## src/rtl/sramc_pkg.sv

```systemverilog
package sramc_pkg;

  typedef enum logic [2:0] {
    ST_IDLE    = 3'd0,
    ST_RD      = 3'd1,
    ST_RD_TURN = 3'd2,
    ST_WR      = 3'd3,
    ST_WR_REC  = 3'd4
  } sramc_state_e;

  // Whole cycles needed to cover a nanosecond minimum; never less than one.
  function automatic int cyc_ceil(input int ns, input int period_ns);
    int c;
    c = (ns + period_ns - 1) / period_ns;
    return (c < 1) ? 1 : c;
  endfunction

  function automatic int imax(input int a, input int b);
    return (a > b) ? a : b;
  endfunction

endpackage

```

## src/rtl/sramc_wait_timer.sv

```systemverilog
module sramc_wait_timer #(
  parameter int CNT_W = 5
) (
  input  logic             clk,
  input  logic             rst_n,
  input  logic             load,
  input  logic [CNT_W-1:0] load_val,
  output logic             expired
);

  logic [CNT_W-1:0] cnt_q;

  always_ff @(posedge clk or negedge rst_n) begin
    if (!rst_n) begin
      cnt_q <= '0;
    end else if (load) begin
      cnt_q <= load_val;
    end else if (cnt_q != '0) begin
      cnt_q <= cnt_q - 1'b1;
    end
  end

  assign expired = (cnt_q == '0);

endmodule

```

## src/rtl/sramc_sequencer.sv

```systemverilog
module sramc_sequencer
  import sramc_pkg::*;
#(
  parameter int CNT_W   = 5,
  parameter int RD_CYC  = 12,
  parameter int WP_CYC  = 9,
  parameter int REC_CYC = 3,
  parameter int HZ_CYC  = 5
) (
  input  logic             clk,
  input  logic             rst_n,
  input  logic             req_valid,
  input  logic             req_write,
  input  logic             expired,
  output logic             req_ready,
  output logic             accept,
  output logic             tmr_load,
  output logic [CNT_W-1:0] tmr_val,
  output sramc_state_e     state,
  output sramc_state_e     nxt_state
);

  localparam logic [CNT_W-1:0] RD_LD  = CNT_W'(RD_CYC - 1);
  localparam logic [CNT_W-1:0] WP_LD  = CNT_W'(WP_CYC - 1);
  localparam logic [CNT_W-1:0] REC_LD = CNT_W'(REC_CYC - 1);
  localparam logic [CNT_W-1:0] HZ_LD  = CNT_W'(HZ_CYC - 1);

  sramc_state_e state_q;

  assign req_ready = rst_n && (state_q == ST_IDLE);
  assign accept    = req_valid && req_ready;

  always_comb begin
    nxt_state = state_q;
    tmr_load  = 1'b0;
    tmr_val   = '0;
    unique case (state_q)
      ST_IDLE: begin
        if (accept) begin
          tmr_load  = 1'b1;
          nxt_state = req_write ? ST_WR : ST_RD;
          tmr_val   = req_write ? WP_LD : RD_LD;
        end
      end
      ST_RD: begin
        if (expired) begin
          nxt_state = ST_RD_TURN;
          tmr_load  = 1'b1;
          tmr_val   = HZ_LD;
        end
      end
      ST_RD_TURN: begin
        if (expired) nxt_state = ST_IDLE;
      end
      ST_WR: begin
        if (expired) begin
          nxt_state = ST_WR_REC;
          tmr_load  = 1'b1;
          tmr_val   = REC_LD;
        end
      end
      ST_WR_REC: begin
        if (expired) nxt_state = ST_IDLE;
      end
      default: nxt_state = ST_IDLE;
    endcase
  end

  always_ff @(posedge clk or negedge rst_n) begin
    if (!rst_n) state_q <= ST_IDLE;
    else        state_q <= nxt_state;
  end

  assign state = state_q;

endmodule

```

## src/rtl/sramc_pin_regs.sv

```systemverilog
module sramc_pin_regs
  import sramc_pkg::*;
#(
  parameter int ADDR_W = 21,
  parameter int DATA_W = 8
) (
  input  logic              clk,
  input  logic              rst_n,
  input  logic              accept,
  input  logic [ADDR_W-1:0] req_addr,
  input  logic [DATA_W-1:0] req_wdata,
  input  sramc_state_e      state,
  input  sramc_state_e      nxt_state,
  input  logic [DATA_W-1:0] mem_dq_in,
  output logic [ADDR_W-1:0] mem_addr,
  output logic              mem_sel_n,
  output logic              mem_sel,
  output logic              mem_we_n,
  output logic              mem_oe_n,
  output logic [DATA_W-1:0] mem_dq_out,
  output logic              mem_dq_oe,
  output logic              rsp_valid,
  output logic [DATA_W-1:0] rsp_rdata
);

  logic selected, writing, reading, driving, capture;

  assign selected = (nxt_state == ST_RD) || (nxt_state == ST_WR);
  assign writing  = (nxt_state == ST_WR);
  assign reading  = (nxt_state == ST_RD);
  assign driving  = (nxt_state == ST_WR) || (nxt_state == ST_WR_REC);
  assign capture  = (state == ST_RD) && (nxt_state == ST_RD_TURN);

  // Strobes are registered from the next state so they move with the sequencer.
  always_ff @(posedge clk or negedge rst_n) begin
    if (!rst_n) begin
      mem_sel_n <= 1'b1;
      mem_sel   <= 1'b0;
      mem_we_n  <= 1'b1;
      mem_oe_n  <= 1'b1;
      mem_dq_oe <= 1'b0;
      rsp_valid <= 1'b0;
    end else begin
      mem_sel_n <= !selected;
      mem_sel   <= selected;
      mem_we_n  <= !writing;
      mem_oe_n  <= !reading;
      mem_dq_oe <= driving;
      rsp_valid <= capture;
    end
  end

  always_ff @(posedge clk or negedge rst_n) begin
    if (!rst_n) begin
      mem_addr   <= '0;
      mem_dq_out <= '0;
      rsp_rdata  <= '0;
    end else begin
      if (accept) begin
        mem_addr   <= req_addr;
        mem_dq_out <= req_wdata;
      end
      if (capture) rsp_rdata <= mem_dq_in;
    end
  end

endmodule

```

## src/rtl/sram_bus_ctrl.sv

```systemverilog
module sram_bus_ctrl
  import sramc_pkg::*;
#(
  parameter int ADDR_W        = 21,
  parameter int DATA_W        = 8,
  parameter int CLK_PERIOD_NS = 4,
  parameter int T_RC_NS       = 45,
  parameter int T_AA_NS       = 45,
  parameter int T_OE_NS       = 22,
  parameter int T_WC_NS       = 45,
  parameter int T_WP_NS       = 35,
  parameter int T_AW_NS       = 35,
  parameter int T_DS_NS       = 25,
  parameter int T_HZ_NS       = 18
) (
  input  logic              clk,
  input  logic              rst_n,
  input  logic              req_valid,
  output logic              req_ready,
  input  logic              req_write,
  input  logic [ADDR_W-1:0] req_addr,
  input  logic [DATA_W-1:0] req_wdata,
  output logic              rsp_valid,
  output logic [DATA_W-1:0] rsp_rdata,
  output logic [ADDR_W-1:0] mem_addr,
  output logic              mem_sel_n,
  output logic              mem_sel,
  output logic              mem_we_n,
  output logic              mem_oe_n,
  output logic [DATA_W-1:0] mem_dq_out,
  input  logic [DATA_W-1:0] mem_dq_in,
  output logic              mem_dq_oe
);

  localparam int RD_CYC  = imax(imax(cyc_ceil(T_AA_NS, CLK_PERIOD_NS),
                                     cyc_ceil(T_OE_NS, CLK_PERIOD_NS)),
                                cyc_ceil(T_RC_NS, CLK_PERIOD_NS));
  localparam int WP_CYC  = imax(imax(cyc_ceil(T_WP_NS, CLK_PERIOD_NS),
                                     cyc_ceil(T_AW_NS, CLK_PERIOD_NS)),
                                cyc_ceil(T_DS_NS, CLK_PERIOD_NS));
  localparam int WC_CYC  = cyc_ceil(T_WC_NS, CLK_PERIOD_NS);
  localparam int REC_CYC = (WC_CYC > WP_CYC + 1) ? (WC_CYC - WP_CYC) : 1;
  localparam int HZ_CYC  = cyc_ceil(T_HZ_NS, CLK_PERIOD_NS);
  localparam int MAX_CYC = imax(imax(RD_CYC, WP_CYC), imax(REC_CYC, HZ_CYC));
  localparam int CNT_W   = $clog2(MAX_CYC + 1);

  logic             accept, expired, tmr_load;
  logic [CNT_W-1:0] tmr_val;
  sramc_state_e     state, nxt_state;

  sramc_sequencer #(
    .CNT_W(CNT_W), .RD_CYC(RD_CYC), .WP_CYC(WP_CYC),
    .REC_CYC(REC_CYC), .HZ_CYC(HZ_CYC)
  ) u_seq (
    .clk(clk), .rst_n(rst_n), .req_valid(req_valid), .req_write(req_write),
    .expired(expired), .req_ready(req_ready), .accept(accept),
    .tmr_load(tmr_load), .tmr_val(tmr_val), .state(state), .nxt_state(nxt_state)
  );

  sramc_wait_timer #(.CNT_W(CNT_W)) u_tmr (
    .clk(clk), .rst_n(rst_n), .load(tmr_load), .load_val(tmr_val), .expired(expired)
  );

  sramc_pin_regs #(.ADDR_W(ADDR_W), .DATA_W(DATA_W)) u_pins (
    .clk(clk), .rst_n(rst_n), .accept(accept), .req_addr(req_addr),
    .req_wdata(req_wdata), .state(state), .nxt_state(nxt_state),
    .mem_dq_in(mem_dq_in), .mem_addr(mem_addr), .mem_sel_n(mem_sel_n),
    .mem_sel(mem_sel), .mem_we_n(mem_we_n), .mem_oe_n(mem_oe_n),
    .mem_dq_out(mem_dq_out), .mem_dq_oe(mem_dq_oe),
    .rsp_valid(rsp_valid), .rsp_rdata(rsp_rdata)
  );

endmodule

```

## config.mk

```make
export PLATFORM = sky130hd
export DESIGN_NAME = sram_bus_ctrl
export DESIGN_NICKNAME = d
export VERILOG_FILES = /design/src/rtl/sramc_pkg.sv /design/src/rtl/sramc_wait_timer.sv /design/src/rtl/sramc_sequencer.sv /design/src/rtl/sramc_pin_regs.sv /design/src/rtl/sram_bus_ctrl.sv
export SDC_FILE = /design/constraint.sdc
export NUM_CORES = 1
export LEC_CHECK = 0
export CAP_MARGIN = 30
export CELL_PAD_IN_SITES_DETAIL_PLACEMENT = 0
export CELL_PAD_IN_SITES_GLOBAL_PLACEMENT = 2
export CORE_MARGIN = 5
export CORE_UTILIZATION = 42
export DETAILED_ROUTE_END_ITERATION = 8
export DONT_BUFFER_PORTS = 1
export PLACE_DENSITY_LB_ADDON = 0.1
export SLEW_MARGIN = 10
export SYNTH_ARGS = -nofsm -noshare
export SYNTH_HDL_FRONTEND = slang
export SYNTH_HIERARCHICAL = 1
export SYNTH_SLANG_ARGS = --single-unit
```

## constraint.sdc

```tcl
create_clock -name clk -period 4.4 [get_ports clk]
set_input_delay 1.1 -clock clk [delete_from_list [all_inputs] [get_ports clk]]
set_output_delay 1.1 -clock clk [all_outputs]
set_load 0.03 [all_outputs]
```

==> impl_metrics.tcl <==
set metrics [dict create \
    outcome "complete, no violations" \
    drt_iter0_markers 20 \
    clockBufferDepth 2 \
    start_util 0.428 \
    yosysWarnings 6 \
    seq_area_frac_synth 0.630 \
    globalplace.congestion 0.727 \
    drc 0 \
    synthAdderAreaFrac 0.00628 \
    synthMuxAreaShare 0.225 \
    cts_resized 0 \
    yosys.area.top_type "dfrtp_1" \
    crit_required_ns 4.58 \
    hp-class "primary input to asynchronous set/reset pin" \
    cap_violations 0 \
    hpwlAfterDp_um 2660 \
    antenna_found_initial 0 \
    p_switching_mw 0.881 \
    io_buffer_count 0 \
    crit_chain "nor4b_4 > nand2_2 > inv_2 > buf_4 > a211o_1 > nand3b_2 > mux2_2" \
    grt_max_degree 52 \
    die_h_um 78.9 \
    fin_crit_sh 0.647 \
    globalRoute.totalOverflow 0 \
    hold_viol 0 \
    grt_pass1_wl_um 5630 \
    fp-row-count 25 \
    grt_pass1_vias 1103 \
    synth_area_leaders "dfrtp_1 59%, mux2_2 21%, dfstp_2 4.0%" \
    rsz0062_at_grt "no" \
    areaGrowthSynthToFinish_pct 8.91 \
    cts_setup_buffers 0 \
    numCtsBuffers 5 \
    num-nets-final 180 \
    p_per_area_mw_per_mm2 926 \
    track_usage 0.121 \
    postCtsHoldBufs 0 \
    cp_num_buf_inv 2 \
    worstMarginPinSlew_ns 0.553 \
    crit_path_start_kind "primary input" \
    cp_slowest_cell "nor4b_4" \
    drtPass1Iterations 4 \
    cts_tree "built" \
    synthArstFlopShare 1.00 \
    wl_per_cell_um 18.7 \
    synthSimpleGateAreaFrac 0.0948 \
    relSlewSlack 0.629 \
    fin_area_mm2 0.00217 \
    leakage_nw 0.962 \
    syn_area_per_cell_um2 14.9 \
    synth_top_family_by_area "multiplexers" \
    synth_top_area_share 0.590 \
    min_period_ns 2.85 \
    clkPwrFrac 0.165 \
    cp_max_fo 51 \
    cts_max_level 2 \
    p_seq_frac 0.619 \
    slew_violations 0 \
    critPathKind "primary input to flop" \
    synth-edff-count 0 \
    synth_compound_area_frac 0.0195 \
    ff2ff_setup_slack_ns 1.80 \
    synth_ff_type "dfrtp_1" \
    tns_ns 0 \
    diodes 0 \
    insertion_delay_ns 0.29 \
    setup_violations 0 \
    syn_inst 134 \
    pin_count 85 \
    layout-drive-gt1-share 0.403 \
    netlist_area_mm2 0.00199 \
    ir_worst_vdd_uv 334 \
    worst_ep_arrival_time_ns 3.03 \
    clockRootBuffer "clkbuf_8" \
    core_area_mm2 0.00466 \
    routed_wl_um 3600 \
    dieArea_mm2 0.00622 \
    synthTopCellsByCount "47 x dfrtp_1, 38 x mux2_2, 7 x nand2_1" \
    die_w_um 78.9 \
    ys_types 28 \
    drtAntennaViolNets 0 \
    synth.most_common_cell "dfrtp_1" \
    placed_area_mm2 0.00205 \
    intPower_mw 1.13 \
    max_freq_mhz 351 \
    cts_sinks 50 \
    synth-xor-area-share 0.00439 \
    vias 1052 \
    path_delay_family "simple AND/OR/NAND/NOR gates" \
    clk_pin_slew_ns 0.09 \
    fin_worst_skew_ns 0.00464 \
    syn_nets 176 \
    endpoint_kind "flop" \
    vias_per_cell 5.45 \
    synth_seq_cells 50 \
    swShare 0.438 \
    max_stage_delay_ns 0.47 \
    p_comb_frac 0.216 \
]
[cells by family (layout without fill, tap and decap cells)]
| logic type | after synthesis | after routing |
|---|---|---|
| and+or+nand+nor | 26 | 26 |
| adders and majority gates | 1 | 1 |
| buffers and inverters | 10 | 15 |
| AOI/OAI and AO/OA | 6 | 6 |
| DFF | 50 | 50 |
| xor gates and xnor gates | 1 | 1 |
| muxes | 40 | 40 |
[placed cells by master, fill, tap and decap left out, types with 2 or more instances in the layout]
cell | Yosys | final
clkbuf_8 | 0 | 6
dfrtp_1 | 47 | 47
dfstp_2 | 3 | 3
inv_1 | 5 | 5
mux2_2 | 38 | 38
mux2i_1 | 2 | 2
nand2_1 | 7 | 7
nand2b_1 | 2 | 2
nor2_1 | 3 | 3
nor2b_1 | 2 | 2
nor3_1 | 2 | 2
nor3b_1 | 2 | 2
o21ai_0 | 2 | 2
o21ai_1 | 2 | 2
[state kept, by name (all words and copies together), names as in the netlist]
signal,flops
u_pins/mem_addr,21
u_pins/mem_dq_oe,1
u_pins/mem_dq_out,8
u_pins/mem_oe_n,1
u_pins/mem_sel,1
u_pins/mem_sel_n,1
u_pins/mem_we_n,1
u_pins/rsp_rdata,8
u_pins/rsp_valid,1
u_seq/state,3
u_tmr/cnt_q,4
[layout make-up]
class                   count  area, um2
clock buffers               6       82.6
clock inverters             2       38.8
fillers                   424       2490
inverters                   6       22.5
multi-input cells          74        697
flip-flops and latches     50       1250
well taps                  54       67.6
repair buffers              1       7.51
[worst paths after layout]
path | startpoint | to | cells past startpoint
min | rst_n | u_pins/mem_addr[5]$_DFFE_PN0P_ | 0
max reg2reg | u_seq/state[1]$_DFF_PN0_ | u_pins/rsp_rdata[0]$_DFFE_PN0P_ | 7
max | rst_n | u_pins/rsp_rdata[0]$_DFFE_PN0P_ | 7
min in group clk | u_tmr/cnt_q[0]$_DFFE_PN0P_ | u_tmr/cnt_q[0]$_DFFE_PN0P_ | 3
max in group asynchronous | rst_n | u_pins/mem_we_n$_DFF_PN1_ | 0
min reg2reg | u_tmr/cnt_q[0]$_DFFE_PN0P_ | u_tmr/cnt_q[0]$_DFFE_PN0P_ | 3
[per-layer routing]
metal	GRT usage	vias up	wire length [um]
li1	-	466	-
met1	0.137	521	1340
met2	0.190	60	1790
met3	0.0669	5	443
met4	0.0464	0	38
met5	0	-	0
[metrics by stage]
step | total power, mW | util | hold WS [ns] | worst slack [ns] | instances
global route | 2.14 | 0.466 | 0.453 | 1.44 | 193
CTS | 2.04 | 0.466 | 0.473 | 1.54 | 193
global placement | 1.69 | 0.440 | 0.661 | 1.31 | 185
finish | 2.01 | 0.466 | 0.492 | 1.55 | 193
floorplan | 1.59 | - | 0.607 | 1.71 | 134
detailed placement | 1.70 | 0.440 | 0.669 | 1.22 | 185
[power by group through the flow]
stage	registers, mW	clock network (mW)	logic (mW)
4_1_cts	1.25	0.348	0.444
2_1_floorplan	1.20	0	0.388
6_report	1.24	0.331	0.434
3_3_place_gp	1.26	0	0.426
5_1_grt	1.28	0.375	0.485
3_5_place_dp	1.26	0	0.442
Power figures use the tool's default switching activity.
